$ cat src/rtl/rtc_irq_pkg.sv
package rtc_irq_pkg;
  localparam int unsigned NUM_SRC = 3;
  localparam int unsigned SRC_UPD = 0;
  localparam int unsigned SRC_ALM = 1;
  localparam int unsigned SRC_PER = 2;
  typedef logic [NUM_SRC-1:0] src_vec_t;
  typedef enum logic [1:0] {
    SEQ_IDLE  = 2'd0,
    SEQ_WARN  = 2'd1,
    SEQ_ALARM = 2'd2
  } seq_state_t;
endpackage

$ cat src/rtl/rtc_periodic_div.sv
module rtc_periodic_div #(
  parameter int unsigned DIV_W  = 15,
  parameter int unsigned RS_W   = 4,
  parameter int unsigned MIN_RS = 3
) (
  input  logic            clk,
  input  logic            rst_n,
  input  logic            tick,
  input  logic [RS_W-1:0] rate_sel,
  output logic            p_evt
);
  localparam logic [DIV_W-1:0] ALL_ONES = {DIV_W{1'b1}};

  logic [DIV_W-1:0] div_q;
  logic [DIV_W-1:0] mask;
  logic             rate_on;

  always_ff @(posedge clk) begin
    if (!rst_n) div_q <= '0;
    else if (tick) div_q <= div_q + 1'b1;
  end

  // low (rate_sel-1) bits all ones marks the last tick of a period
  always_comb begin
    rate_on = (rate_sel >= RS_W'(MIN_RS));
    mask    = rate_on ? ~(ALL_ONES << (rate_sel - 1'b1)) : '0;
    p_evt   = tick && rate_on && ((div_q & mask) == mask);
  end

  AST_RATE_OFF_SILENT: assert property (@(posedge clk) disable iff (!rst_n)
    (rate_sel < RS_W'(MIN_RS)) |-> !p_evt);
endmodule

$ cat src/rtl/rtc_update_seq.sv
module rtc_update_seq
  import rtc_irq_pkg::*;
#(
  parameter int unsigned UIP_TICKS = 8
) (
  input  logic clk,
  input  logic rst_n,
  input  logic tick,
  input  logic upd_req,
  input  logic alarm_match,
  output logic uip,
  output logic upd_go,
  output logic u_evt,
  output logic a_evt
);
  localparam int unsigned CNT_W = (UIP_TICKS > 1) ? $clog2(UIP_TICKS) : 1;
  localparam logic [CNT_W-1:0] LAST = CNT_W'(UIP_TICKS - 1);

  seq_state_t       st_q, st_d;
  logic [CNT_W-1:0] cnt_q, cnt_d;
  logic             window_end;

  always_comb begin
    st_d       = st_q;
    cnt_d      = cnt_q;
    window_end = 1'b0;
    a_evt      = 1'b0;
    unique case (st_q)
      SEQ_IDLE: if (upd_req) begin
        st_d  = SEQ_WARN;
        cnt_d = '0;
      end
      SEQ_WARN: if (tick) begin
        if (cnt_q == LAST) begin
          st_d       = SEQ_ALARM;
          window_end = 1'b1;
        end else begin
          cnt_d = cnt_q + 1'b1;
        end
      end
      SEQ_ALARM: if (tick) begin
        st_d  = SEQ_IDLE;
        a_evt = alarm_match;
      end
      default: st_d = SEQ_IDLE;
    endcase
    u_evt = window_end;
  end

  always_ff @(posedge clk) begin
    if (!rst_n) begin
      st_q   <= SEQ_IDLE;
      cnt_q  <= '0;
      upd_go <= 1'b0;
    end else begin
      st_q   <= st_d;
      cnt_q  <= cnt_d;
      upd_go <= window_end;
    end
  end

  assign uip = (st_q == SEQ_WARN);

  AST_GO_SINGLE: assert property (@(posedge clk) disable iff (!rst_n)
    upd_go |=> !upd_go);
  AST_UIP_END_GO: assert property (@(posedge clk) disable iff (!rst_n)
    $fell(uip) |-> upd_go);
  AST_BUSY_IGNORES: assert property (@(posedge clk) disable iff (!rst_n)
    (st_q == SEQ_ALARM && !tick) |=> !uip);
endmodule

$ cat src/rtl/rtc_flag_bank.sv
module rtc_flag_bank
  import rtc_irq_pkg::*;
(
  input  logic     clk,
  input  logic     rst_n,
  input  src_vec_t evt,
  input  logic     rd_clr,
  output src_vec_t flags
);
  // set wins over clear; a set flag absorbs repeats
  always_ff @(posedge clk) begin
    if (!rst_n) flags <= '0;
    else        flags <= (flags & ~{NUM_SRC{rd_clr}}) | evt;
  end

  generate
    for (genvar i = 0; i < NUM_SRC; i++) begin : g_chk
      AST_EVT_SETS: assert property (@(posedge clk) disable iff (!rst_n)
        evt[i] |=> flags[i]);
    end
  endgenerate

  AST_READ_CLEARS: assert property (@(posedge clk) disable iff (!rst_n)
    (rd_clr && evt == '0) |=> (flags == '0));
  AST_FLAGS_HOLD: assert property (@(posedge clk) disable iff (!rst_n)
    (!rd_clr && evt == '0) |=> $stable(flags));
endmodule

$ cat src/rtl/rtc_irq_ctrl.sv
module rtc_irq_ctrl
  import rtc_irq_pkg::*;
#(
  parameter int unsigned DIV_W     = 15,
  parameter int unsigned RS_W      = 4,
  parameter int unsigned UIP_TICKS = 8
) (
  input  logic            clk,
  input  logic            rst_n,
  input  logic            tick_32k,
  input  logic            upd_req,
  input  logic            alarm_match,
  input  logic [RS_W-1:0] rate_sel,
  input  logic [2:0]      int_en,
  input  logic            stat_rd,
  output logic            irq,
  output logic            uip,
  output logic            upd_go,
  output logic [7:0]      status_c
);
  logic     p_evt, u_evt, a_evt;
  src_vec_t evt;
  src_vec_t flags;

  rtc_periodic_div #(.DIV_W(DIV_W), .RS_W(RS_W), .MIN_RS(3)) u_div (
    .clk(clk), .rst_n(rst_n), .tick(tick_32k), .rate_sel(rate_sel), .p_evt(p_evt)
  );

  rtc_update_seq #(.UIP_TICKS(UIP_TICKS)) u_seq (
    .clk(clk), .rst_n(rst_n), .tick(tick_32k), .upd_req(upd_req),
    .alarm_match(alarm_match), .uip(uip), .upd_go(upd_go),
    .u_evt(u_evt), .a_evt(a_evt)
  );

  always_comb begin
    evt          = '0;
    evt[SRC_PER] = p_evt;
    evt[SRC_ALM] = a_evt;
    evt[SRC_UPD] = u_evt;
  end

  rtc_flag_bank u_flags (
    .clk(clk), .rst_n(rst_n), .evt(evt), .rd_clr(stat_rd), .flags(flags)
  );

  assign irq      = |(flags & int_en);
  assign status_c = {irq, flags[SRC_PER], flags[SRC_ALM], flags[SRC_UPD], 4'b0000};

  AST_GO_SETS_UPD: assert property (@(posedge clk) disable iff (!rst_n)
    upd_go |-> status_c[4]);
  AST_NO_IRQ_UNENABLED: assert property (@(posedge clk) disable iff (!rst_n)
    (int_en == 3'b000) |-> !irq);
endmodule

$ cat config.mk
export PLATFORM = sky130hd
export DESIGN_NAME = rtc_irq_ctrl
export DESIGN_NICKNAME = d
export VERILOG_FILES = /design/src/rtl/rtc_irq_pkg.sv /design/src/rtl/rtc_periodic_div.sv /design/src/rtl/rtc_update_seq.sv /design/src/rtl/rtc_flag_bank.sv /design/src/rtl/rtc_irq_ctrl.sv
export SDC_FILE = /design/constraint.sdc
export NUM_CORES = 1
export LEC_CHECK = 0
export BUFFER_PORTS_ARGS = -buffer_cell sky130_fd_sc_hd__buf_2
export CAP_MARGIN = 20
export CORE_MARGIN = 3
export CORE_UTILIZATION = 30
export DETAILED_ROUTE_END_ITERATION = 10
export PLACE_DENSITY = 0.49
export SKIP_CTS_REPAIR_TIMING = 1
export SKIP_LAST_GASP = 1
export SLEW_MARGIN = 20
export SYNTH_ARGS = -nofsm -noshare
export SYNTH_HDL_FRONTEND = slang
export SYNTH_SLANG_ARGS = --single-unit
$ cat constraint.sdc
create_clock -name clk -period 1.65 [get_ports clk]
set_input_delay 0 -clock clk [delete_from_list [all_inputs] [get_ports clk]]
set_output_delay 0 -clock clk [all_outputs]
set_load 0.005 [all_outputs]
==> impl_metrics.toml <==
[detailed_routing]
antenna_left = 0
routed_wl_um = 3030
wl_per_cell_um = 12.7
drt_iter0_markers = 17
vias = 1185
via_per_inst = 4.96
drc = 0
first_pass_iters = 5

[yosys]
yosysWarningCount = 0
synth_edf_count = 0
ys.flop_type = "dfxtp_1"
synthArstFlopShare = 0
yosysSeqAreaShare = 0.334
synth.avg_cell_area_um2 = 9.03
post_synth_instance_area_mm2 = 0.00144
yosys.cell_types.count = 43
synthCells = 159
synth-seq-cells = 24

[power_and_ir_drop]
p_leak_nw = 0.723
max-vdd-ir-drop_mv = 0.323
p_seq_frac = 0.471
power.switching_w = 0.000275
p_int_w = 0.000986
p_clk_frac = 0.403
power_density_mw_per_mm2 = 741
switching_share = 0.218
p_comb_frac = 0.126

[cells_and_area]
layout.nets = 208
regArea_um2 = 480
syn_to_final_growth_pct = 18.5
layout-drive-gt1-share = 0.219
fillers = 463
finalNonFillerCells = 239
num_antenna_cells = 0
multi_input_area_um2 = 886

[timing]
max_freq_ghz = 0.657
setup_viol = 0
rsz0062_at_grt = "no"
skew_ns = 0.00651
final.setup.worst_slack_ns = 0.127
fin_crit_sh = 0.923
period_needed_ns = 1.52
hold_viol = 0
setup_tns_ns = 0
slew_viol_final = 0

[setup_path]
r2r_slack_ns = 0.13
r2r-start = "u_div.div_q[0]"
rr_endpoint = "u_div.div_q[14]"
path_buf_inv = 1
worstPathRequired_ns = 1.81
worstSetupStartpointType = "register"
slowest_delay_ns = 0.34
cp.arrival_ns = 1.69
reg2regPathDepth = 7
path_common_cell = "nand4_1"
path_cells = "ha_1 > nand4_1 > nor3_1 > buf_4 > nand4_1 > xnor2_1 > and2_1"
worst_setup_path_end_kind = "register"
path_class = "reg2reg"
path_max_fanout = 3
path_delay_family = "simple AND/OR/NAND/NOR gates"
cpMaxStageDelayCell = "dfxtp_1"

[clocking]
root_buffer = "clkbuf_8"
cts_tree = "yes"
clk_latency_ns = 0.27
cts.path.max_buffers = 2
clk_pin_slew_ns = 0.08
h-tree-depth = 1
cts_num_sinks = 24
numCtsBuffers = 3

[place]
dp_slack_ns = 0.111
place_inst = 234
gp_congestion = 0.804
portBuffers = 19
dpl.hpwl_um = 2360

[global_routing]
antenna_found_initial = 0
grt_max_degree = 25
grt_overflow_total = 0
grt_pass1_vias = 1202
grt_pass1_wl_um = 5140
grt.total_usage = 0.117

[worst_hold_path]
min_delay_path_depth = 3
holdCritStartpoint = "alarm_match"
hold_end = "u_flags.flags[1]"
hold_class = "in2reg"

[die]
die_area_mm2 = 0.00565
core_area_mm2 = 0.00447
num_rows = 24
ios = 24
die_w_um = 75.2
die_y_um = 75.2
start_util = 0.321

[outcome]
outcome = "finished clean"

[flow_run]
drv_cap = 0
## cell usage in the layout, fill, tap and decap left out, types with 2 or more instances in the layout
cell type   n
a22oi_1     2
nand3_1     5
clkbuf_8    3
xnor2_1     7
inv_1       3
dfxtp_1    24
buf_2      19
xor2_1      9
a21oi_1     2
o22ai_1     3
mux2i_1     3
o21bai_1    2
o21a_1      3
ha_1        7
nor2b_1    12
nor3b_1     3
and2_1     12
nand4_1     5
a31oi_1     2
conb_1      4
nand2b_1    5
nand2_1    12
o21ai_0     4
and3_1      3
nor2_1      3
buf_4      11
## power by group through the flow
| stage | registers [W] | clock network [W] | logic (W) |
|---|---|---|---|
| final | 0.000594 | 0.000508 | 0.000159 |
| after detailed placement | 0.000608 | 0 | 0.000158 |
| after CTS | 0.000594 | 0.000529 | 0.000159 |
| after global routing | 0.000596 | 0.000555 | 0.000180 |
| after floorplan | 0.000609 | 0 | 0.000109 |
| after global placement | 0.000607 | 0 | 0.000154 |
## sequential cells by signal, indices dropped and copies added, names as in the netlist
signal,flops
u_seq.cnt_q,3
u_div.div_q,15
u_flags.flags,3
u_seq.upd_go,1
u_seq.st_q,2
## cell families (layout without fill, tap and decap cells)
kind of cell	Yosys count	count (layout)	synth area share
buf+inv	13	38	0.0584
xor+xnor	16	16	0.0976
fa+ha+maj	7	7	0.0610
flops	24	24	0.334
mux	3	3	0.0209
other cells	1	4	0.00261
simple gates	68	68	0.281
compound gates	27	27	0.144
## through the flow
step | utilization | hold WS (ns) | total power, W | instance area (um^2)
2_1_floorplan | - | 0.0943 | 0.000718 | 1450
3_3_place_gp | 0.362 | 0.232 | 0.000761 | 1620
3_5_place_dp | 0.362 | 0.230 | 0.000766 | 1620
4_1_cts | 0.378 | -0.0669 | 0.00128 | 1690
5_1_grt | 0.380 | 0.0395 | 0.00133 | 1700
6_report | 0.380 | 0.0174 | 0.00126 | 1700
## cell usage after synthesis (2+ instances only)
cell / instances / area share
o21bai_1: 2 / 0.010
o21a_1: 3 / 0.016
o21ai_0: 4 / 0.014
buf_4: 5 / 0.026
nor2_1: 4 / 0.010
inv_1: 3 / 0.0078
o22ai_1: 3 / 0.013
and2_1: 12 / 0.052
nand3_1: 5 / 0.017
clkbuf_1: 2 / 0.0052
buf_6: 2 / 0.016
nor3b_1: 3 / 0.016
nor2b_1: 12 / 0.052
dfxtp_1: 24 / 0.33
nand2_1: 12 / 0.031
a22oi_1: 2 / 0.010
a21oi_1: 2 / 0.0070
and3_1: 3 / 0.013
a31oi_1: 2 / 0.0087
mux2i_1: 3 / 0.021
ha_1: 7 / 0.061
xor2_1: 9 / 0.055
xnor2_1: 7 / 0.043
nand2b_1: 5 / 0.022
nand4_1: 5 / 0.022
## routing by layer
| metal | vias to the layer above | GRT usage | share of wire |
|---|---|---|---|
| met3 | 4 | 0.0320 | 0.025 |
| li1 | 602 | - | - |
| met4 | 0 | 0.0291 | 0.0079 |
| met2 | 9 | 0.212 | 0.52 |
| met1 | 570 | 0.135 | 0.45 |
| met5 | - | 0 | 0 |
## worst register-to-register path, stage by stage, from the launching register on
cell and delay, ns:
dfxtp_1 0.34, ha_1 0.18, nand4_1 0.14, nor3_1 0.21
buf_4 0.15, nand4_1 0.10, xnor2_1 0.14, and2_1 0.15
## worst max-delay path by stage
| stage | from | end | slack [ns] | depth (start not counted) |
|---|---|---|---|---|
| global route | u_div.div_q[1] | u_div.div_q[14] | 0.02 | 7 |
| finish | u_div.div_q[0] | u_div.div_q[14] | 0.13 | 7 |
| floorplan | u_div.div_q[0] | u_div.div_q[14] | 0.15 | 6 |
| detailed placement | rate_sel[1] | u_flags.flags[2] | 0.11 | 8 |
| global placement | u_div.div_q[0] | u_div.div_q[14] | 0.13 | 7 |
| CTS | u_div.div_q[0] | u_div.div_q[14] | 0.10 | 7 |
## area by class of cell
cell class / count / share of cell area
Sequential cell: 24 / 0.282
Clock inverter: 1 / 0.0176
Inverter: 3 / 0.00662
Tap cell: 52 / 0.0382
Clock buffer: 3 / 0.0243
Timing Repair Buffer: 31 / 0.110
Multi-Input combinational cell: 125 / 0.521
Power figures use the tool's default switching activity.
